[src/rtl/tgen_pkg.sv]
package tgen_pkg;
  localparam int SEL_W = 3;
  localparam int NMAX  = 40;
  localparam int CNT_W = $clog2(2 * NMAX + 2);

  typedef enum logic [1:0] {ST_IDLE, ST_WARM, ST_RUN} tg_state_e;

  function automatic logic [CNT_W-1:0] ratio_of(input logic [SEL_W-1:0] sel);
    case (sel)
      3'd0:    return CNT_W'(4);
      3'd1:    return CNT_W'(5);
      3'd2:    return CNT_W'(8);
      3'd3:    return CNT_W'(10);
      3'd4:    return CNT_W'(16);
      3'd5:    return CNT_W'(20);
      3'd6:    return CNT_W'(32);
      default: return CNT_W'(40);
    endcase
  endfunction
endpackage

[src/rtl/tgen_sync_edge.sv]
module tgen_sync_edge #(
  parameter int STAGES = 2
) (
  input  logic clk,
  input  logic rst,
  input  logic async_in,
  output logic rise
);
  logic [STAGES-1:0] chain;
  logic              last;

  always_ff @(posedge clk) begin
    if (rst) begin
      chain <= '0;
      last  <= 1'b0;
    end else begin
      chain <= {chain[STAGES-2:0], async_in};
      last  <= chain[STAGES-1];
    end
  end

  assign rise = chain[STAGES-1] & ~last;
endmodule

[src/rtl/tgen_divider.sv]
module tgen_divider
  import tgen_pkg::*;
(
  input  logic             clk,
  input  logic             rst,
  input  logic             rise,
  input  logic [SEL_W-1:0] mod_sel,
  output logic [CNT_W-1:0] ratio,
  output logic [CNT_W-1:0] nxt_pos,
  output logic             nxt_half,
  output tg_state_e        nxt_state
);
  logic [CNT_W-1:0] pos, lk, nxt_lk;
  logic             half;
  tg_state_e        state;
  logic             at_end;

  assign ratio  = ratio_of(mod_sel);
  assign at_end = (pos >= ratio - 1'b1);

  always_comb begin
    nxt_pos   = at_end ? '0 : pos + 1'b1;
    nxt_half  = at_end ? ~half : half;
    nxt_state = state;
    nxt_lk    = lk;
    if (state == ST_IDLE) begin
      nxt_pos  = '0;
      nxt_half = 1'b0;
    end
    if (state == ST_WARM) begin
      nxt_lk = lk + 1'b1;
      if (lk == (ratio << 1) - 1'b1) nxt_state = ST_RUN;
    end
    // an edge off the word boundary (or the very first edge) re-aligns
    if (rise && (state == ST_IDLE || pos != ratio - 1'b1)) begin
      nxt_pos   = '0;
      nxt_half  = 1'b0;
      nxt_lk    = '0;
      nxt_state = ST_WARM;
    end
  end

  always_ff @(posedge clk) begin
    if (rst) begin
      pos   <= '0;
      half  <= 1'b0;
      lk    <= '0;
      state <= ST_IDLE;
    end else begin
      pos   <= nxt_pos;
      half  <= nxt_half;
      lk    <= nxt_lk;
      state <= nxt_state;
    end
  end
endmodule

[src/rtl/tgen_clk_shape.sv]
module tgen_clk_shape
  import tgen_pkg::*;
(
  input  logic             clk,
  input  logic             rst,
  input  logic [CNT_W-1:0] ratio,
  input  logic [CNT_W-1:0] nxt_pos,
  input  logic             nxt_half,
  input  tg_state_e        nxt_state,
  input  logic             half_rate,
  input  logic [SEL_W-1:0] phase_sel,
  output logic             load_stb,
  output logic             zero_in,
  output logic             ls_clk,
  output logic             ls_clk_rot
);
  logic [CNT_W-1:0]       per, q, hi, step, off, qr;
  logic [CNT_W+SEL_W-1:0] off_w;
  logic                   active;

  always_comb begin
    per    = half_rate ? (ratio << 1) : ratio;
    q      = (half_rate && nxt_half) ? ratio + nxt_pos : nxt_pos;
    hi     = (per + 1'b1) >> 1;
    step   = (per[2:0] == 3'b000) ? (per >> 3) : '0;
    off_w  = phase_sel * step;
    off    = off_w[CNT_W-1:0];
    qr     = (q >= off) ? q - off : q + per - off;
    active = (nxt_state != ST_IDLE);
  end

  always_ff @(posedge clk) begin
    if (rst) begin
      load_stb   <= 1'b0;
      zero_in    <= 1'b1;
      ls_clk     <= 1'b0;
      ls_clk_rot <= 1'b0;
    end else begin
      load_stb   <= (nxt_state == ST_RUN) && (nxt_pos == '0);
      zero_in    <= (nxt_state != ST_RUN);
      ls_clk     <= active && (q < hi);
      ls_clk_rot <= active && (qr < hi);
    end
  end
endmodule

[src/rtl/modulus_timing_gen.sv]
module modulus_timing_gen
  import tgen_pkg::*;
#(
  parameter int SYNC_STAGES = 2
) (
  input  logic       clk,
  input  logic       rst,
  input  logic [2:0] mod_sel,
  input  logic       sync_in,
  input  logic       half_rate,
  input  logic [2:0] phase_sel,
  output logic       load_stb,
  output logic       zero_in,
  output logic       ls_clk,
  output logic       ls_clk_rot
);
  logic             rise;
  logic [CNT_W-1:0] ratio, nxt_pos;
  logic             nxt_half;
  tg_state_e        nxt_state;

  tgen_sync_edge #(.STAGES(SYNC_STAGES)) u_edge (
    .clk(clk), .rst(rst), .async_in(sync_in), .rise(rise)
  );

  tgen_divider u_div (
    .clk(clk), .rst(rst), .rise(rise), .mod_sel(mod_sel),
    .ratio(ratio), .nxt_pos(nxt_pos), .nxt_half(nxt_half), .nxt_state(nxt_state)
  );

  tgen_clk_shape u_shape (
    .clk(clk), .rst(rst), .ratio(ratio), .nxt_pos(nxt_pos), .nxt_half(nxt_half),
    .nxt_state(nxt_state), .half_rate(half_rate), .phase_sel(phase_sel),
    .load_stb(load_stb), .zero_in(zero_in), .ls_clk(ls_clk), .ls_clk_rot(ls_clk_rot)
  );
endmodule

[config.mk]
export PLATFORM = sky130hd
export DESIGN_NAME = modulus_timing_gen
export DESIGN_NICKNAME = d
export VERILOG_FILES = /design/src/rtl/tgen_pkg.sv /design/src/rtl/tgen_sync_edge.sv /design/src/rtl/tgen_divider.sv /design/src/rtl/tgen_clk_shape.sv /design/src/rtl/modulus_timing_gen.sv
export SDC_FILE = /design/constraint.sdc
export NUM_CORES = 1
export LEC_CHECK = 0
export ABC_AREA = 1
export ABC_CLOCK_PERIOD_IN_PS = 17300
export BUFFER_PORTS_ARGS = -buffer_cell sky130_fd_sc_hd__buf_4
export CAP_MARGIN = 20
export CORE_UTILIZATION = 65
export DETAILED_ROUTE_END_ITERATION = 8
export PLACE_DENSITY = 0.89
export SYNTH_ARGS = -nofsm -noshare
export SYNTH_HDL_FRONTEND = slang
export SYNTH_HIERARCHICAL = 1
export SYNTH_SLANG_ARGS = --single-unit
[constraint.sdc]
create_clock -name clk -period 17.3 [get_ports clk]
set_clock_uncertainty 0.1 [all_clocks]
set_input_delay 3.46 -clock clk [delete_from_list [all_inputs] [get_ports clk]]
set_output_delay 3.46 -clock clk [all_outputs]
set_load 0.01 [all_outputs]
# Yosys cells after proc, flatten, opt, wreduce, memory -nomap -nowiden
# Index checks and enable logic that the tools add are counted.
# Widths: inputs -> output; s select.
[word_totals]
regBits = 24
inputBits = 10
wordCells = 64
output_inout_bits = 4
[classes]
add_sub_neg = 9
n_lt_le_gt_ge = 4
eq_ne = 11
reduce_logical = 12
bitwise_logic = 3
mul = 1
n_mux = 14
[ops]
columns = ["operator", "count"]
rows = [
  ["$mux 7", 6],
  ["$pmux 6 s7", 1],
  ["$add 7x1->7 const B", 3],
  ["$ge 7x7->1", 2],
  ["$lt 7x6->1", 2],
  ["$sub 7x7->7", 2],
  ["$eq 3x3->1 const B", 3],
  ["$add 6x7->7", 1],
  ["$add 7x7->7", 1],
  ["$eq 7x7->1", 1],
  ["$logic_not 7->1", 1],
  ["$mul 3x7->7", 1],
  ["$ne 7x7->1", 1],
  ["$sub 6x1->7 const B", 1],
  ["$sub 7x1->7 const B", 1],
  ["$eq 3x2->1 const B", 2],
  ["$logic_not 3->1", 2],
  ["$mux 2", 3],
  ["$logic_and 1x1->1", 5],
  ["$mux 4", 1],
  ["$eq 3x1->1 const B", 1],
  ["$mux 1", 3],
  ["$eq 2x1->1 const B", 1],
  ["$eq 2x2->1 const B", 1],
  ["other kinds (7)", 8],
]

# Logic depth before layout (Yosys ltp)
# Gate-level depths: netlist of run 1.
[logic_depth]
depth_word = 14
ltp_mapped = 47
ltp_nobuf = 46

# Modules after synthesis
# Netlist of run 1, hierarchy kept.
[modules_own_cells]
columns = ["module", "seq_area_each_um2", "area_per_inst_um2", "cells_each", "instances"]
rows = [
  ["tgen_clk_shape", 80.1, 2129.5, 326, 1],
  ["tgen_divider", 340.3, 1291.2, 193, 1],
  ["tgen_sync_edge", 60.1, 86.3, 10, 1],
]

# Worst setup path before layout of run 1
# Ideal clock, no wire load.
[synth_timing]
kind = "input port to flip-flop"
start = "in mod_sel[2]"
end = "reg u_shape.ls_clk_rot"
setup_time_ns = 0.110
stages = 35
slack_ns = 8.485
n_path_buf = 1
required_time_ns = 17.090
arrival_ns = 8.605
path_cell_list = "buf_6 inv_1 nand3_2 ha_1 nand3_1 nand2_1 ha_1 nand2_1 o21ai_0 nand2_1 nand2_1 nand2_1 nand2_1 inv_1 nand2_1 nor2_1 ha_1 fa_1 xnor2_1 o21ai_0 fa_1 ha_1 a21oi_1 inv_1 a31oi_1 o21ai_0 a21oi_1 xor2_1 mux2i_1 ha_1 inv_1 o211ai_1 clkinv_1 nand3_1 nor2_1"
[synth_via]
elab_chain_cells = 14
word_cells_on_any_way = 40
classes_between = "7 x add/sub; 1 x mul; 3 x order compare; 8 x eq/ne; 14 x mux; 7 x reduce/logical"
[synth_rtl]
columns = ["element", "line", "rtl"]
rows = [
  ["start, declared", "modulus_timing_gen.sv:8", "input logic [2:0] mod_sel,"],
  ["$eq 3x3->1, or another cell as far along", "tgen_pkg.sv:9", "case (sel)"],
  ["$pmux 6 s7 (*)", "tgen_pkg.sv:9", ""],
  ["$sub 6x1->7 (*)", "tgen_divider.sv:19, tgen_divider.sv:35", ""],
  ["$ge 7x7->1 / $ne 7x7->1 (equally long branches)", "tgen_divider.sv:19, tgen_divider.sv:35", ""],
  ["$mux 7 / $logic_or 1x1->1 (equally long branches)", "tgen_divider.sv:22, tgen_divider.sv:35", ""],
  ["$mux 7 / $logic_and 1x1->1 (equally long branches)", "tgen_divider.sv:26, tgen_divider.sv:35", ""],
  ["$mux 7 (*)", "tgen_divider.sv:35", "if (rise && (state == ST_IDLE || pos != ratio - 1'b1)) begin"],
  ["net nxt_pos[0]", "modulus_timing_gen.sv:18", "logic [CNT_W-1:0] ratio, nxt_pos;"],
  ["$add 6x7->7", "tgen_clk_shape.sv:23", "q = (half_rate && nxt_half) ? ratio + nxt_pos : nxt_pos;"],
  ["$mux 7 (*)", "tgen_clk_shape.sv:23", ""],
  ["$add 7x7->7", "tgen_clk_shape.sv:28", "qr = (q >= off) ? q - off : q + per - off;"],
  ["$sub 7x7->7", "tgen_clk_shape.sv:28", ""],
  ["$mux 7 (*)", "tgen_clk_shape.sv:28", ""],
  ["$lt 7x6->1 (*)", "tgen_clk_shape.sv:42", "ls_clk_rot <= active && (qr < hi);"],
  ["$logic_and 1x1->1 (*)", "tgen_clk_shape.sv:42", ""],
  ["end signal, assigned", "tgen_clk_shape.sv:42", ""],
  ["end, declared", "tgen_clk_shape.sv:15", "output logic ls_clk_rot"],
]
# Mark *: on every way through the listed nets, which the timed path passes. The rest lies on a longest branch.
# A chain may end at the register's enable or synchronous reset.

# Worst setup path after layout of run 1
[layout_timing]
start = "in mod_sel[1]"
end = "reg u_shape.ls_clk_rot"
# Same word-level chain as after synthesis.

==> flow_summary.ini, run 1 <==
[outcome]
status = completed

[global_route]
grt_max_degree = 16
grt_pass1_wl_mm = 13.41
grt_pass1_vias = 3097
grt.overflow.total = 0
grt_use_total_pct = 30.85
grt_antenna_before_repair = 0

[routing]
first_pass_iters = 6
wl_per_cell_um = 13.30
vias = 3399
ant_nets = 0
routed_wl_mm = 8.137
drcViolationCount = 0
drtIter0Drc = 260
vias_per_cell = 5.554

[timing]
timing.hold.ws_ns = 0.3218
fin_setup_tns_ns = 0
fin_crit_sh_pct = 53.58
final.setup.worst_slack_ns = 8.030
setup_viol = 0
finalHoldViolCount = 0
min_period_ns = 9.270
max_freq_mhz = 107.9
slew_violations = 0
rsz0062_at_grt = no
worst_slew_pin_slew_ns = 0.6752
relSlewSlack_pct = 54.51

[logic_synthesis]
syn_area_per_cell_um2 = 6.630
seq_area_frac_synth_pct = 13.70
synthFlopType = dfxtp_1
synthDistinctLibCells = 46
synthTopCellsByArea = ha_1 (17%), dfxtp_1 (14%), nand2_1 (13%)
synth_area_um2 = 3507
synth_cells = 529
syn-num-nets = 595
yosys_warnings = 6
yosysTopAreaCellShare_pct = 16.77
ys_ff_latch = 24
async_flop_share_pct = 0
synth_edf_count = 0
synth_top_area_cell = ha_1

[pwr]
ir_drop_uv = 35.85
leakage_nw = 2.040
power.total_mw = 0.2144
power.density_nw_per_um2 = 57.39

[layout]
synthToLayoutAreaGrowth_pct = 6.529
nets = 609
seq_area_um2 = 480.5
post-route-util_pct = 72.69
n_antenna_cell = 0
drive_gt1_share_pct = 13.84
layout_common_cells = nand2_1 (122), inv_1 (89), ha_1 (47)
final_common_cell = nand2_1
nFillCells = 413
multi_input_area_um2 = 2618

[clock_tree]
numCtsBuffers = 3
cts.sinks = 24
cts_max_level = 1
cts_tree = done
cts_resized = 0
clock_latency_ns = 0.28
root_buffer = clkbuf_8
post-cts-setup-buffer-count = 0
clk_path_buf_depth = 2
cts.clk_slew.worst_paths_ns = 0.09
ctsHoldBuffers = 0

[setup_path]
slowest_delay_ns = 0.49
cp_common_cell = nand2_1
critical_path_arrival_ns = 9.33
cp-start-kind = primary input
required_ns = 17.36
critPathBufInv = 6
critPathKind = primary input to flop
cpLargestDelayFamily = adder cells
cp_slowest_cell = fa_1
critPathMaxFanout = 7
end_kind = flop

[die]
die_h_um = 75.46
core_um2 = 5140
initial_core_util_pct = 68.23
die_area_um2 = 5693
row_count = 26
io_pins = 14
die_x_um = 75.46

[place]
hpwl_mm = 6.763
placement.io_buffers = 13
dp_slack_ns = 7.861
gp_congestion = 0.9485

[min_path]
hp-class = flop to flop

[job]
max-cap-violations = 0
[layer usage]
metal  global-route usage [%]  part of all wire (%)  routed length (um)  up-vias
li1                         -                     -                   -     1706
met2                    51.98                    47                3832      140
met1                    41.37                    43                3533     1531
met5                        0                     0                   0        -
met3                    4.101                   7.6                 615       22
met4                    8.642                   1.9                 155        0
[final timing paths]
kind         slack, ns       startpoint  depth (start not counted)            endpoint
min reg2reg       0.32  u_edge/chain[0]                          2     u_edge/chain[1]
max               8.03       mod_sel[1]                         35  u_shape/ls_clk_rot
max reg2reg      11.68     u_div/pos[0]                         30  u_shape/ls_clk_rot
min               0.32  u_edge/chain[0]                          2     u_edge/chain[1]
[report_power, final]
part | switching [mW] | internal [mW] | total [mW] | leakage [nW]
Combinational | 0.0649 | 0.0416 | 0.106 | 1.81
Clock | 0.0204 | 0.0310 | 0.0513 | 0.0357
Sequential | 0.000463 | 0.0561 | 0.0566 | 0.194
Total | 0.0858 | 0.129 | 0.214 | 2.04
[worst min-delay path, delay by kind of cell, from the launching register on]
kind | cells | cell delay (ns)
AND/OR/NAND/NOR | 1 | 0.03
flip-flops | 1 | 0.31
buffers and inverters | 1 | 0.04
[cell type report]
type / count / share of cell area, %
Timing Repair Buffer: 13 / 2.612
Multi-Input combinational cell: 400 / 70.06
Clock buffer: 3 / 1.105
Tap cell: 70 / 2.344
Sequential cell: 24 / 12.86
Clock inverter: 1 / 0.8038
Inverter: 101 / 10.21
[cells by family after synthesis]
kind of cell | share of synthesized area [%]
fa+ha+maj | 21.90
xor+xnor | 5.958
flops | 13.70
buf+inv | 11.67
simple gates | 38.82
mux | 1.177
other cells | 0.2141
compound gates | 6.565
[Yosys cell counts, drive strengths merged (2+ instances only)]
| master | count |
|---|---|
| or2 | 7 |
| inv | 100 |
| nor3 | 12 |
| nor4 | 3 |
| conb | 2 |
| mux2i | 3 |
| nand3 | 49 |
| ha | 47 |
| nand3b | 2 |
| xnor2 | 5 |
| a21oi | 22 |
| a31oi | 2 |
| buf | 3 |
| nor2 | 51 |
| o21ai | 14 |
| fa | 9 |
| nand2 | 136 |
| nand4 | 11 |
| xor2 | 18 |
| a21o | 2 |
| dfxtp | 24 |
[stage by stage]
| stage | std cells | area [um^2] |
|---|---|---|
| after global placement | 608 | 3665 |
| after global routing | 612 | 3736 |
| after detailed placement | 608 | 3665 |
| after floorplan | 529 | 3507 |
| after CTS | 612 | 3736 |
| final | 612 | 3736 |
[flip-flops by register name, indices dropped and copies added, names as in the netlist]
signal	cells
u_div/half	1
u_div/lk	7
u_div/pos	7
u_div/state	2
u_edge/chain	2
u_edge/last	1
u_shape/load_stb	1
u_shape/ls_clk	1
u_shape/ls_clk_rot	1
u_shape/zero_in	1
(Power assumes the default switching activity.)
==> inputs of run 2 (changes only) <==
- ABC_CLOCK_PERIOD_IN_PS: 17300 -> 9100
- CORE_UTILIZATION: 65 -> 64
- PLACE_DENSITY: 0.89 -> 0.88
- clock period: 17.3 -> 9.1 ns (I/O delays scaled with it)
==> run 2 against run 1 <==
Effect of this change:
- worst hold slack got worse by 0.010 ns
- sequential power increased by 91%
- clock power increased by 82%
- cell area unchanged
- cell count unchanged
- global-route usage decreased by 2.8 points
- combinational power increased by 92%
==> flow_summary.ini, run 2 (synthesized netlist as in run 1, its figures left out) <==
[global_route]
gr-usage-met1_pct = 37.54
use_met3_pct = 3.114
grt_antenna_before_repair = 0
grt_pass1_wl_mm = 13.41
grt_use_total_pct = 28.06
grt.overflow.total = 0
busiest_layer = met2
use_met2_pct = 49.00
grt_pass1_vias = 3167
grt_max_degree = 16

[layout]
nFillCells = 448
nets = 609
n_antenna_cell = 0
synthToLayoutAreaGrowth_pct = 6.529
layout_common_cells = nand2_1 (122), inv_1 (89), ha_1 (47)
post-route-util_pct = 71.78
final_common_cell = nand2_1
fin_cells = 612
drive_gt1_share_pct = 13.84
reg_top3 = u_div/lk (7), u_div/pos (7)

[routing]
drtIter0Drc = 250
drcViolationCount = 0
vias = 3300
routed_wl_mm = 7.743
ant_nets = 0
wl_per_cell_um = 12.65
first_pass_iters = 5
vias_per_cell = 5.392

[place]
hpwl_mm = 6.514
dp_cells = 608
dp_slack_ns = 1.333
gp_congestion = 0.9877
placement.io_buffers = 13

[timing]
slew_violations = 0
min_period_ns = 7.646
max_freq_mhz = 130.8
fin_setup_tns_ns = 0
finalHoldViolCount = 0
fin_crit_sh_pct = 84.02
relSlewSlack_pct = 53.72
setup_viol = 0
worst_slew_pin_slew_ns = 0.6869
final.setup.worst_slack_ns = 1.454
rsz0062_at_grt = no

[clock_tree]
cts.clk_slew.worst_paths_ns = 0.09
root_buffer = clkbuf_8
cts_resized = 0
cts_tree = done
clk_path_buf_depth = 2
clock_latency_ns = 0.27
ctsHoldBuffers = 0
post-cts-setup-buffer-count = 0
cts_max_level = 1
numCtsBuffers = 3
cts.sinks = 24

[pwr]
leakage_nw = 2.040
p_sw_share_pct = 39.44
power.density_nw_per_um2 = 108.1
share_seq_of_total_power_pct = 26.6
clkPwrFrac_pct = 23.2
ir_drop_uv = 86.87
p_sw_mw = 0.1592
power.total_mw = 0.4038
combinationalPowerShare_pct = 50.2
p_int_mw = 0.2445

[die]
core_um2 = 5205
die_x_um = 76.03
die_area_um2 = 5780
io_pins = 14
row_count = 26
die_h_um = 76.03
initial_core_util_pct = 67.38

[setup_path]
cp_slowest_cell = fa_1
slowest_delay_ns = 0.50
required_ns = 9.16
critPathMaxFanout = 7
end_kind = flop
cp-start-kind = primary input
cp_common_cell = nand2_1
critPathKind = primary input to flop
critical_path_arrival_ns = 7.71

[outcome]
status = completed

[job]
max-cap-violations = 0

[min_path]
hp-class = flop to flop
==> run 2: final timing paths <==
kind,endpoint,slack [ns],cells past startpoint,startpoint
setup / recovery,u_shape/ls_clk_rot,1.45,35,mod_sel[1]
hold / removal,u_edge/chain[1],0.31,2,u_edge/chain[0]
setup reg to reg,u_shape/ls_clk_rot,3.51,30,u_div/pos[0]
hold reg to reg,u_edge/chain[1],0.31,2,u_edge/chain[0]
==> run 2: layout make-up <==
class	instances	area (um^2)	area share [%]
well taps	70	87.58	2.344
repair buffers	13	97.59	2.612
flip-flops and latches	24	480.5	12.86
clock inverters	1	30.03	0.8038
clock buffers	3	41.29	1.105
multi-input cells	400	2618	70.06
inverters	101	381.6	10.21
==> run 2: critical path: cells and delay by family <==
family	cells	cell delay [ns]
AND/OR/NAND/NOR	12	1.08
XOR/XNOR	2	0.30
buffers and inverters	6	0.57
multiplexers	1	0.08
adder cells (fa/ha/maj)	7	2.45
AO/OA/AOI/OAI	7	1.38
==> run 2: routing by layer <==
metal | wire length (um) | up-vias
met4 | 38 | 0
met5 | 0 | -
li1 | - | 1708
met1 | 3704 | 1495
met2 | 3607 | 93
met3 | 392 | 4
==> run 2: per-stage QoR <==
stage	hold slack, ns	area, um^2
global route	0.3277	3736
CTS	0.3142	3736
global placement	0.3026	3665
finish	0.3118	3736
floorplan	0.2883	3507
detailed placement	0.2990	3665
==> run 2: power by group through the flow <==
| stage | Combinational, mW | Clock (mW) | Sequential [mW] |
|---|---|---|---|
| after CTS | 0.200 | 0.0961 | 0.108 |
| after detailed placement | 0.198 | 0 | 0.110 |
| after floorplan | 0.157 | 0 | 0.110 |
| final | 0.203 | 0.0935 | 0.108 |
| after global routing | 0.231 | 0.101 | 0.108 |
| after global placement | 0.189 | 0 | 0.110 |
